### config.mk
export PLATFORM = sky130hd
export DESIGN_NAME = dram_refresh_sched
export DESIGN_NICKNAME = d
export VERILOG_FILES = /design/src/rtl/dram_ref_pkg.sv /design/src/rtl/ref_tick_gen.sv /design/src/rtl/ref_backlog.sv /design/src/rtl/idle_watch.sv /design/src/rtl/dram_refresh_sched.sv
export SDC_FILE = /design/constraint.sdc
export NUM_CORES = 1
export LEC_CHECK = 0
export ABC_AREA = 0
export BUFFER_PORTS_ARGS = -buffer_cell sky130_fd_sc_hd__buf_2
export CORE_ASPECT_RATIO = 0.6
export CORE_MARGIN = 1
export CORE_UTILIZATION = 29
export CTS_BUF_LIST = sky130_fd_sc_hd__clkbuf_4
export CTS_CLUSTER_SIZE = 24
export DETAILED_ROUTE_END_ITERATION = 7
export PLACE_DENSITY = 0.47
export SYNTH_ARGS = -nofsm -noshare
export SYNTH_HDL_FRONTEND = slang
export SYNTH_HIERARCHICAL = 1
export SYNTH_SLANG_ARGS = --single-unit
### constraint.sdc
create_clock -name clk -period 2.15 [get_ports clk]
set_input_delay 0.215 -clock clk [delete_from_list [all_inputs] [get_ports clk]]
set_output_delay 0.215 -clock clk [all_outputs]
set_load 0.05 [all_outputs]
### src/rtl/dram_ref_pkg.sv
package dram_ref_pkg;
    typedef enum logic [2:0] {
        ST_PAUSE,
        ST_WAIT,
        ST_CAS,
        ST_RAS,
        ST_PRE
    } rs_state_t;
endpackage

### src/rtl/ref_tick_gen.sv
module ref_tick_gen #(
    parameter int PERIOD = 3800
) (
    input  logic clk,
    input  logic rst_n,
    output logic tick
);
    localparam int W = $clog2(PERIOD + 1);

    logic [W-1:0] cnt;

    assign tick = (cnt == W'(PERIOD - 1));

    always_ff @(posedge clk) begin
        if (!rst_n || tick) cnt <= '0;
        else                cnt <= cnt + 1'b1;
    end
endmodule

### src/rtl/ref_backlog.sv
module ref_backlog #(
    parameter int MAX = 4,
    localparam int BW = $clog2(MAX + 1)
) (
    input  logic          clk,
    input  logic          rst_n,
    input  logic          clr,
    input  logic          inc,
    input  logic          dec,
    output logic [BW-1:0] level
);
    always_ff @(posedge clk) begin
        if (!rst_n || clr) begin
            level <= '0;
        end else begin
            unique case ({inc, dec})
                2'b10:   if (level != BW'(MAX)) level <= level + 1'b1;
                2'b01:   if (level != '0)       level <= level - 1'b1;
                default: level <= level;
            endcase
        end
    end
endmodule

### src/rtl/idle_watch.sv
module idle_watch #(
    parameter int LIMIT = 2000000
) (
    input  logic clk,
    input  logic rst_n,
    input  logic en,
    input  logic act,
    output logic expire
);
    localparam int W = $clog2(LIMIT + 1);

    logic [W-1:0] cnt;

    assign expire = en && !act && (cnt == W'(LIMIT - 1));

    always_ff @(posedge clk) begin
        if (!rst_n || !en || act || expire) cnt <= '0;
        else                                cnt <= cnt + 1'b1;
    end
endmodule

### src/rtl/dram_refresh_sched.sv
module dram_refresh_sched
    import dram_ref_pkg::*;
#(
    parameter int PAUSE_CYC   = 50000,
    parameter int REF_TICK    = 3800,
    parameter int MAX_PEND    = 4,
    parameter int WARMUP_CNT  = 8,
    parameter int IDLE_LIMIT  = 2000000,
    parameter int CSR_CYC     = 3,
    parameter int RAS_LOW_CYC = 13,
    parameter int PRE_CYC     = 7
) (
    input  logic clk,
    input  logic rst_n,
    input  logic act_i,
    input  logic gnt_i,
    output logic req_o,
    output logic ready_o,
    output logic ras_n_o,
    output logic casu_n_o,
    output logic casl_n_o,
    output logic we_n_o
);
    localparam int M1 = (CSR_CYC > RAS_LOW_CYC) ? CSR_CYC : RAS_LOW_CYC;
    localparam int M2 = (M1 > PRE_CYC) ? M1 : PRE_CYC;
    localparam int PH_MAX = (PAUSE_CYC > M2) ? PAUSE_CYC : M2;
    localparam int CW = $clog2(PH_MAX + 1);
    localparam int WW = $clog2(WARMUP_CNT + 1);
    localparam int BW = $clog2(MAX_PEND + 1);

    rs_state_t     state, nxt;
    logic [CW-1:0] cnt;
    logic [WW-1:0] warm_left;
    logic [BW-1:0] pend_lvl;
    logic          ready_q;
    logic          tick, idle_exp, cyc_done, work;

    ref_tick_gen #(.PERIOD(REF_TICK)) u_tick (
        .clk   (clk),
        .rst_n (rst_n),
        .tick  (tick)
    );

    ref_backlog #(.MAX(MAX_PEND)) u_backlog (
        .clk   (clk),
        .rst_n (rst_n),
        .clr   (idle_exp),
        .inc   (tick && ready_q),
        .dec   (cyc_done && ready_q),
        .level (pend_lvl)
    );

    idle_watch #(.LIMIT(IDLE_LIMIT)) u_idle (
        .clk    (clk),
        .rst_n  (rst_n),
        .en     (state != ST_PAUSE),
        .act    (act_i || (state == ST_RAS)),
        .expire (idle_exp)
    );

    assign cyc_done = (state == ST_PRE) && (cnt == CW'(PRE_CYC - 1));
    assign work     = ready_q ? (pend_lvl != '0) : (warm_left != '0);

    // next-state logic
    always_comb begin
        nxt = state;
        unique case (state)
            ST_PAUSE: if (cnt == CW'(PAUSE_CYC - 1))   nxt = ST_WAIT;
            ST_WAIT:  if (work && gnt_i)              nxt = ST_CAS;
            ST_CAS:   if (cnt == CW'(CSR_CYC - 1))     nxt = ST_RAS;
            ST_RAS:   if (cnt == CW'(RAS_LOW_CYC - 1)) nxt = ST_PRE;
            ST_PRE:   if (cyc_done)                   nxt = ST_WAIT;
            default:                                  nxt = ST_PAUSE;
        endcase
    end

    // state register and phase counter
    always_ff @(posedge clk) begin
        if (!rst_n) begin
            state <= ST_PAUSE;
            cnt   <= '0;
        end else begin
            state <= nxt;
            cnt   <= (nxt != state) ? '0 : cnt + 1'b1;
        end
    end

    // warm-up bookkeeping and readiness
    always_ff @(posedge clk) begin
        if (!rst_n || idle_exp) begin
            ready_q   <= 1'b0;
            warm_left <= WW'(WARMUP_CNT);
        end else if (cyc_done && !ready_q) begin
            if (warm_left == WW'(1)) begin
                ready_q   <= 1'b1;
                warm_left <= '0;
            end else begin
                warm_left <= warm_left - 1'b1;
            end
        end
    end

    // outputs
    always_comb begin
        ready_o  = ready_q;
        we_n_o   = 1'b1;
        ras_n_o  = 1'b1;
        casu_n_o = 1'b1;
        casl_n_o = 1'b1;
        req_o    = 1'b0;
        unique case (state)
            ST_PAUSE: req_o = 1'b0;
            ST_WAIT:  req_o = work;
            ST_CAS: begin
                req_o    = 1'b1;
                casu_n_o = 1'b0;
                casl_n_o = 1'b0;
            end
            ST_RAS: begin
                req_o    = 1'b1;
                ras_n_o  = 1'b0;
                casu_n_o = 1'b0;
                casl_n_o = 1'b0;
            end
            ST_PRE:   req_o = 1'b1;
            default:  req_o = 1'b0;
        endcase
    end
endmodule

=== After elaboration in Yosys (flattened, before gate mapping) ===
Cells that the tools add are included.

* Bits in registers: 60
* Bits of input ports: 4
* Output and inout port bits: 6
* Word-level logic and storage cells: 72

* Add/subtract/negate cells: 6
* Equal/unequal tests: 17
* Multiplexer cells: 14
* Bitwise operators: 1
* Reductions and logical operators: 27

{| class="wikitable"
|+ Operators with widths
! kind !! number
|-
| adder 21 x 1 -> 21 bit (second input constant) || 1
|-
| equality test 21 bit (second input constant) || 1
|-
| 2-to-1 mux 3 bit || 7
|-
| adder 16 x 1 -> 16 bit (second input constant) || 1
|-
| equality test 16 bit (second input constant) || 1
|-
| equality test 16 x 2 -> 1 bit (second input constant) || 1
|-
| equality test 16 x 3 -> 1 bit (second input constant) || 1
|-
| equality test 16 x 4 -> 1 bit (second input constant) || 1
|-
| case mux 3 bit (5 select lines) || 1
|-
| adder 12 x 1 -> 12 bit (second input constant) || 1
|-
| equality test 12 bit (second input constant) || 1
|-
| logical AND 1 bit || 7
|-
| equality test 3 x 2 -> 1 bit (second input constant) || 2
|-
| logical OR 1 bit || 6
|-
| case mux 3 bit (2 select lines) || 1
|-
| nonzero test 3 bit || 2
|-
| equality test 4 x 1 -> 1 bit (second input constant) || 1
|-
| zero test 1 bit || 4
|-
| 2-to-1 mux 4 bit || 1
|-
| nonzero test 4 bit || 1
|-
| OR reduction 2 bit || 2
|-
| subtractor 4 x 1 -> 4 bit (second input constant) || 1
|-
| adder 3 x 1 -> 3 bit (second input constant) || 1
|-
| equality test 3 x 1 -> 1 bit (second input constant) || 1
|-
| 16 further kinds || 18
|}

=== Depth between registers and ports, before layout ===
* Depth after elaboration: 7
* Gate-level depth with buffers: 12

=== Hierarchy ===
The synthesis kept the hierarchy.

{| class="wikitable"
|+ Modules (own cells, without submodules)
! module !! instances !! cells an instance !! area an instance (µm²) !! sequential area each (µm²)
|-
| dram_refresh_sched || 1 || 164 || 1480.2 || 480.5
|-
| idle_watch || 1 || 113 || 977.2 || 420.4
|-
| ref_tick_gen || 1 || 60 || 530.5 || 240.2
|-
| ref_backlog || 1 || 26 || 222.7 || 60.1
|}

=== Worst setup path before layout ===
OpenSTA, ideal clock, no wires.

* Kind: register to output
* Start point: register ready_q, in the netlist ready_o
* End point: output req_o
* Data arrival time: 2.171 ns
* Data required time: 1.935 ns
* Path slack: -0.236 ns
* Stages on the path, launching flop included: 5
* Path through: dfxtp_1 nor4b_1 nor2_1 a21oi_1 o21ai_0

* Cells in the longest elaborated chain, start to end: 2

{| class="wikitable"
|+ RTL lines
! element !! RTL line !! RTL
|-
| start: declaration || dram_refresh_sched.sv:35 || <nowiki>logic ready_q;</nowiki>
|-
| start signal: assignment || dram_refresh_sched.sv:91 || <nowiki>ready_q <= 1'b0;</nowiki>
|-
| start signal: assignment || dram_refresh_sched.sv:95 || <nowiki>ready_q <= 1'b1;</nowiki>
|-
| 2-to-1 mux 1 bit || dram_refresh_sched.sv:62 || <nowiki>assign work = ready_q ? (pend_lvl != '0) : (warm_left != '0);</nowiki>
|-
| case mux 1 bit (2 select lines) || dram_refresh_sched.sv:111 || <nowiki>unique case (state)</nowiki>
|-
| end: declaration || dram_refresh_sched.sv:17 || <nowiki>output logic req_o,</nowiki>
|}

No other way between the ends.

=== Worst setup path in the final report ===
* Start point: register u_tick.cnt[8]
* End point: register u_backlog.level[2]

* Cells in the longest elaborated chain, start to end: 5
* Elaborated cells between the ends (all ways): 9

{| class="wikitable"
|+ RTL lines
! element !! RTL line !! RTL
|-
| start: declaration || ref_tick_gen.sv:10 || <nowiki>logic [W-1:0] cnt;</nowiki>
|-
| start signal: assignment || ref_tick_gen.sv:16 || <nowiki>else cnt <= cnt + 1'b1;</nowiki>
|-
| equality test 12 bit (*) || ref_tick_gen.sv:12 || <nowiki>assign tick = (cnt == W'(PERIOD - 1));</nowiki>
|-
| via tick || dram_refresh_sched.sv:36 || <nowiki>logic tick, idle_exp, cyc_done, work;</nowiki>
|-
| logical AND 1 bit (*) || dram_refresh_sched.sv:48 || <nowiki>.inc (tick && ready_q),</nowiki>
|-
| equality test 2 bit or equality test 2 x 1 -> 1 bit (tied branches) || ref_backlog.sv:16 || <nowiki>unique case ({inc, dec})</nowiki>
|-
| != test 2 x 1 -> 1 bit (no source line), or another cell as far along || n/a ||
|-
| AND reduction 3 bit (no source line) || n/a ||
|-
| end signal: assignment || ref_backlog.sv:17 || <nowiki>2'b10: if (level != BW'(MAX)) level <= level + 1'b1;</nowiki>
|-
| end signal: assignment || ref_backlog.sv:18 || <nowiki>2'b01: if (level != '0) level <= level - 1'b1;</nowiki>
|-
| end signal: assignment || ref_backlog.sv:19 || <nowiki>default: level <= level;</nowiki>
|-
| end: declaration || ref_backlog.sv:10 || <nowiki>output logic [BW-1:0] level</nowiki>
|}

The timed path passes the listed nets; every way through them passes the cells marked *.
A chain may end at the register's enable or synchronous reset.

==> metrics.txt <==
status=finished clean; Gate Count Post-Synth=~360; max incr delay on CP=between 0.3 and 0.4 ns; Pwr Total=around 2.2 mW; drt total wl=around 7000 um; Setup Skew=approximately 0.0086 ns; DRT iter0 DRCs=157; Clock Sinks=60; Die Area=roughly 12000 um2; Synth Flop Type=dfxtp_1; Setup-failing EPs final=0; die width=138 um; slew margin rel.=between 50% and 60%; register area=~1200 um2; f_max=0.471 GHz; H-tree Lvls=3; total negative slack=0 ns; Post-CTS Hold Fix Bufs=0; first-pass GRT wire length=around 12000 um; vias per cell=between 4 and 5; HP Class=in2reg; Buf/Inv on CP=0; required time worst endpoint=approximately 2.5 ns; core area=between 10000 and 15000 um2; Max Cap Viol=0; Max clock buf depth=2; # fillers=between 1000 and 1500; Layout area overhead=22.6%; Slowest-stage cell, CP=or3_1; crit path kind=reg2reg; Worst-Skew Late Latency=0.41 ns; FF+latch count, synth=60; fin crit share=98.7%; Pleak=roughly 1.3 nW; share of layout cells above drive strength 1=26.6%; DRC viols=0; Period minus WS final=around 2.1 ns; vias in the first global route=2441; most common cell after layout, fill and taps aside=dfxtp_1; clk slew on worst S/H paths=around 0.10 ns; post-DP HPWL=between 4000 and 5000 um; final hold vios=0; PD cells=roughly 570 nW/um2; # port buffers=8; io pins=10; first-pass iteration count of the detailed router=4; Initial Util=30.1%; Routed Antenna Nets=0; global route total overflow=0; Post-synth ARST share=0%; Synth Cell Area=3210 um2; Rows=29; Finished Cell Area=between 3000 and 4000 um2; Ant. Diodes=0; CP Launch Type=flop; Multi-input gate area=1920 um2; critical path, cell by cell=or3_1 > nor4_2 > and2_1 > nand2b_4 > xnor2_2 > ha_2 > nand3b_1 > o311a_1 > a211oi_2; Worst-Margin Slew=0.680 ns; final slew viol count=0; sequential share of the synthesized area=a little under two fifths; CTS Buf Count=9; most frequent cells in the layout=dfxtp_1 (55), nor2_1 (48), buf_4 (40), nand3_1 (23), xnor2_1 (20); Routed WL per cell=12.6 um; CP max FO=3; Root Buffer=clkbuf_4; height of the die=around 84 um; GR Util All Layers=~14%; Fin Hold WS=about 0.16 ns; Peak VDD IR=between 0.2 and 0.25 mV; Setup crit end kind=flop; EDFF count, synth=0; RSZ-0062 raised after global routing=yes; Synth Warn #=6; Crit path arrival time=roughly 2.5 ns; placed cell area=3590 um2; fin nets=422; initial antenna violation count=0; mean post-synth cell area=roughly 9 um2; delay-heaviest family, CP=simple AND/OR/NAND/NOR gates; total number of vias=2622; CTS tree=done; largest net degree at the start of global routing=22; syn nets=between 300 and 400; Final Wtd Congestion=around 0.80; fin util=36.9%; synth unique cells=between 60 and 70
==> sequential cells by signal, indices dropped and copies added, names as in the netlist <==
| signal | cells |
|---|---|
| warm_left | 4 |
| cnt | 16 |
| u_tick/cnt | 12 |
| u_idle/cnt | 21 |
| state | 3 |
| u_backlog/level | 3 |
| ready_o | 1 |
==> per-stage QoR <==
stage,setup WS (ns),cells
finish,0.0285,553
global route,-0.146,553
CTS,0.0131,551
detailed placement,-0.0584,529
global placement,-0.0289,529
floorplan,0.0161,363
==> path summary, 6_finish.rpt <==
kind / startpoint / to / slack, ns / depth (start not counted)
hold reg to reg: u_idle/cnt[0] / u_idle/cnt[0] / 0.45 / 1
setup / recovery: u_tick/cnt[8] / u_backlog/level[2] / 0.03 / 9
setup reg to reg: u_tick/cnt[8] / u_backlog/level[2] / 0.03 / 9
hold / removal: rst_n / u_backlog/level[0] / 0.16 / 3
==> cell usage after synthesis, types with 3 or more instances <==
library cell / n / area share [%]
dfxtp_1: 60 / 37
nor2_1: 49 / 5.7
nand3_1: 23 / 3.6
xnor2_1: 21 / 5.7
nand2_1: 19 / 2.2
inv_1: 18 / 2.1
xor2_1: 15 / 4.1
a21oi_1: 14 / 2.2
nor3_1: 13 / 2.0
ha_1: 9 / 3.5
nand4_1: 9 / 1.8
nor4_1: 7 / 1.4
buf_6: 6 / 2.1
o21ai_0: 6 / 0.94
nand2b_1: 5 / 0.97
nor4b_1: 5 / 1.4
or3_1: 5 / 0.97
a31oi_1: 4 / 0.78
nand3b_1: 4 / 0.94
o31ai_1: 4 / 0.94
or4_1: 4 / 0.94
and4_2: 3 / 0.94
clkbuf_1: 3 / 0.35
nor3_2: 3 / 0.94
nor3b_1: 3 / 0.70
or3_2: 3 / 0.70
==> power by group <==
part / switching [mW] / leakage [nW] / internal (mW)
clock network: 0.434 / 0.0955 / 0.593
logic: 0.0505 / 0.764 / 0.0432
registers: 0.00657 / 0.486 / 1.12
==> cell type report <==
class                           instances  share of cell area [%]
Timing Repair Buffer                   50                    9.83
Sequential cell                        60                    30.7
Clock inverter                          6                    2.61
Clock buffer                           10                    1.91
Multi-Input combinational cell        270                    48.8
Inverter                               18                    1.72
Tap cell                              139                    4.42
==> worst register-to-register path, cell delays in order, from the launching register on <==
cell      delay (ns)
dfxtp_1         0.35
or3_1           0.38
nor4_2          0.27
and2_1          0.19
nand2b_4        0.14
xnor2_2         0.11
ha_2            0.22
nand3b_1        0.08
o311a_1         0.14
a211oi_2        0.16
==> timing repair <==
| action | CTS | global route |
|---|---|---|
| endpoints found under the setup margin | 1 | 19 |
| gates cloned | 0 | 0 |
| gates resized for setup | 5 | 17 |
| setup buffers | 6 | 2 |
| hold endpoints to repair | 0 | 0 |
| pin swaps | 2 | 7 |
==> per-layer routing <==
layer / vias up / track usage (%) / part of all wire (%)
li1: 1385 / - / -
met1: 1200 / 21.3 / 57
met2: 27 / 16.4 / 38
met3: 10 / 4.37 / 3.6
met4: 0 / 4.74 / 1.3
met5: - / 0 / 0
==> cell families (layout without fill, tap and decap cells) <==
logic type               count (synthesis)  in the layout  share of synthesized area, %
other                                    1              1                         0.117
adder cells (fa/ha/maj)                  9              9                          3.51
AO/OA/AOI/OAI                           43             43                          9.98
buffers and inverters                   33             84                          5.92
AND/OR/NAND/NOR                        179            179                          32.6
multiplexers                             2              2                         0.624
XOR/XNOR                                36             36                          9.82
flip-flops                              60             60                          37.4
Note: power is estimated with default switching activity, not from simulation.
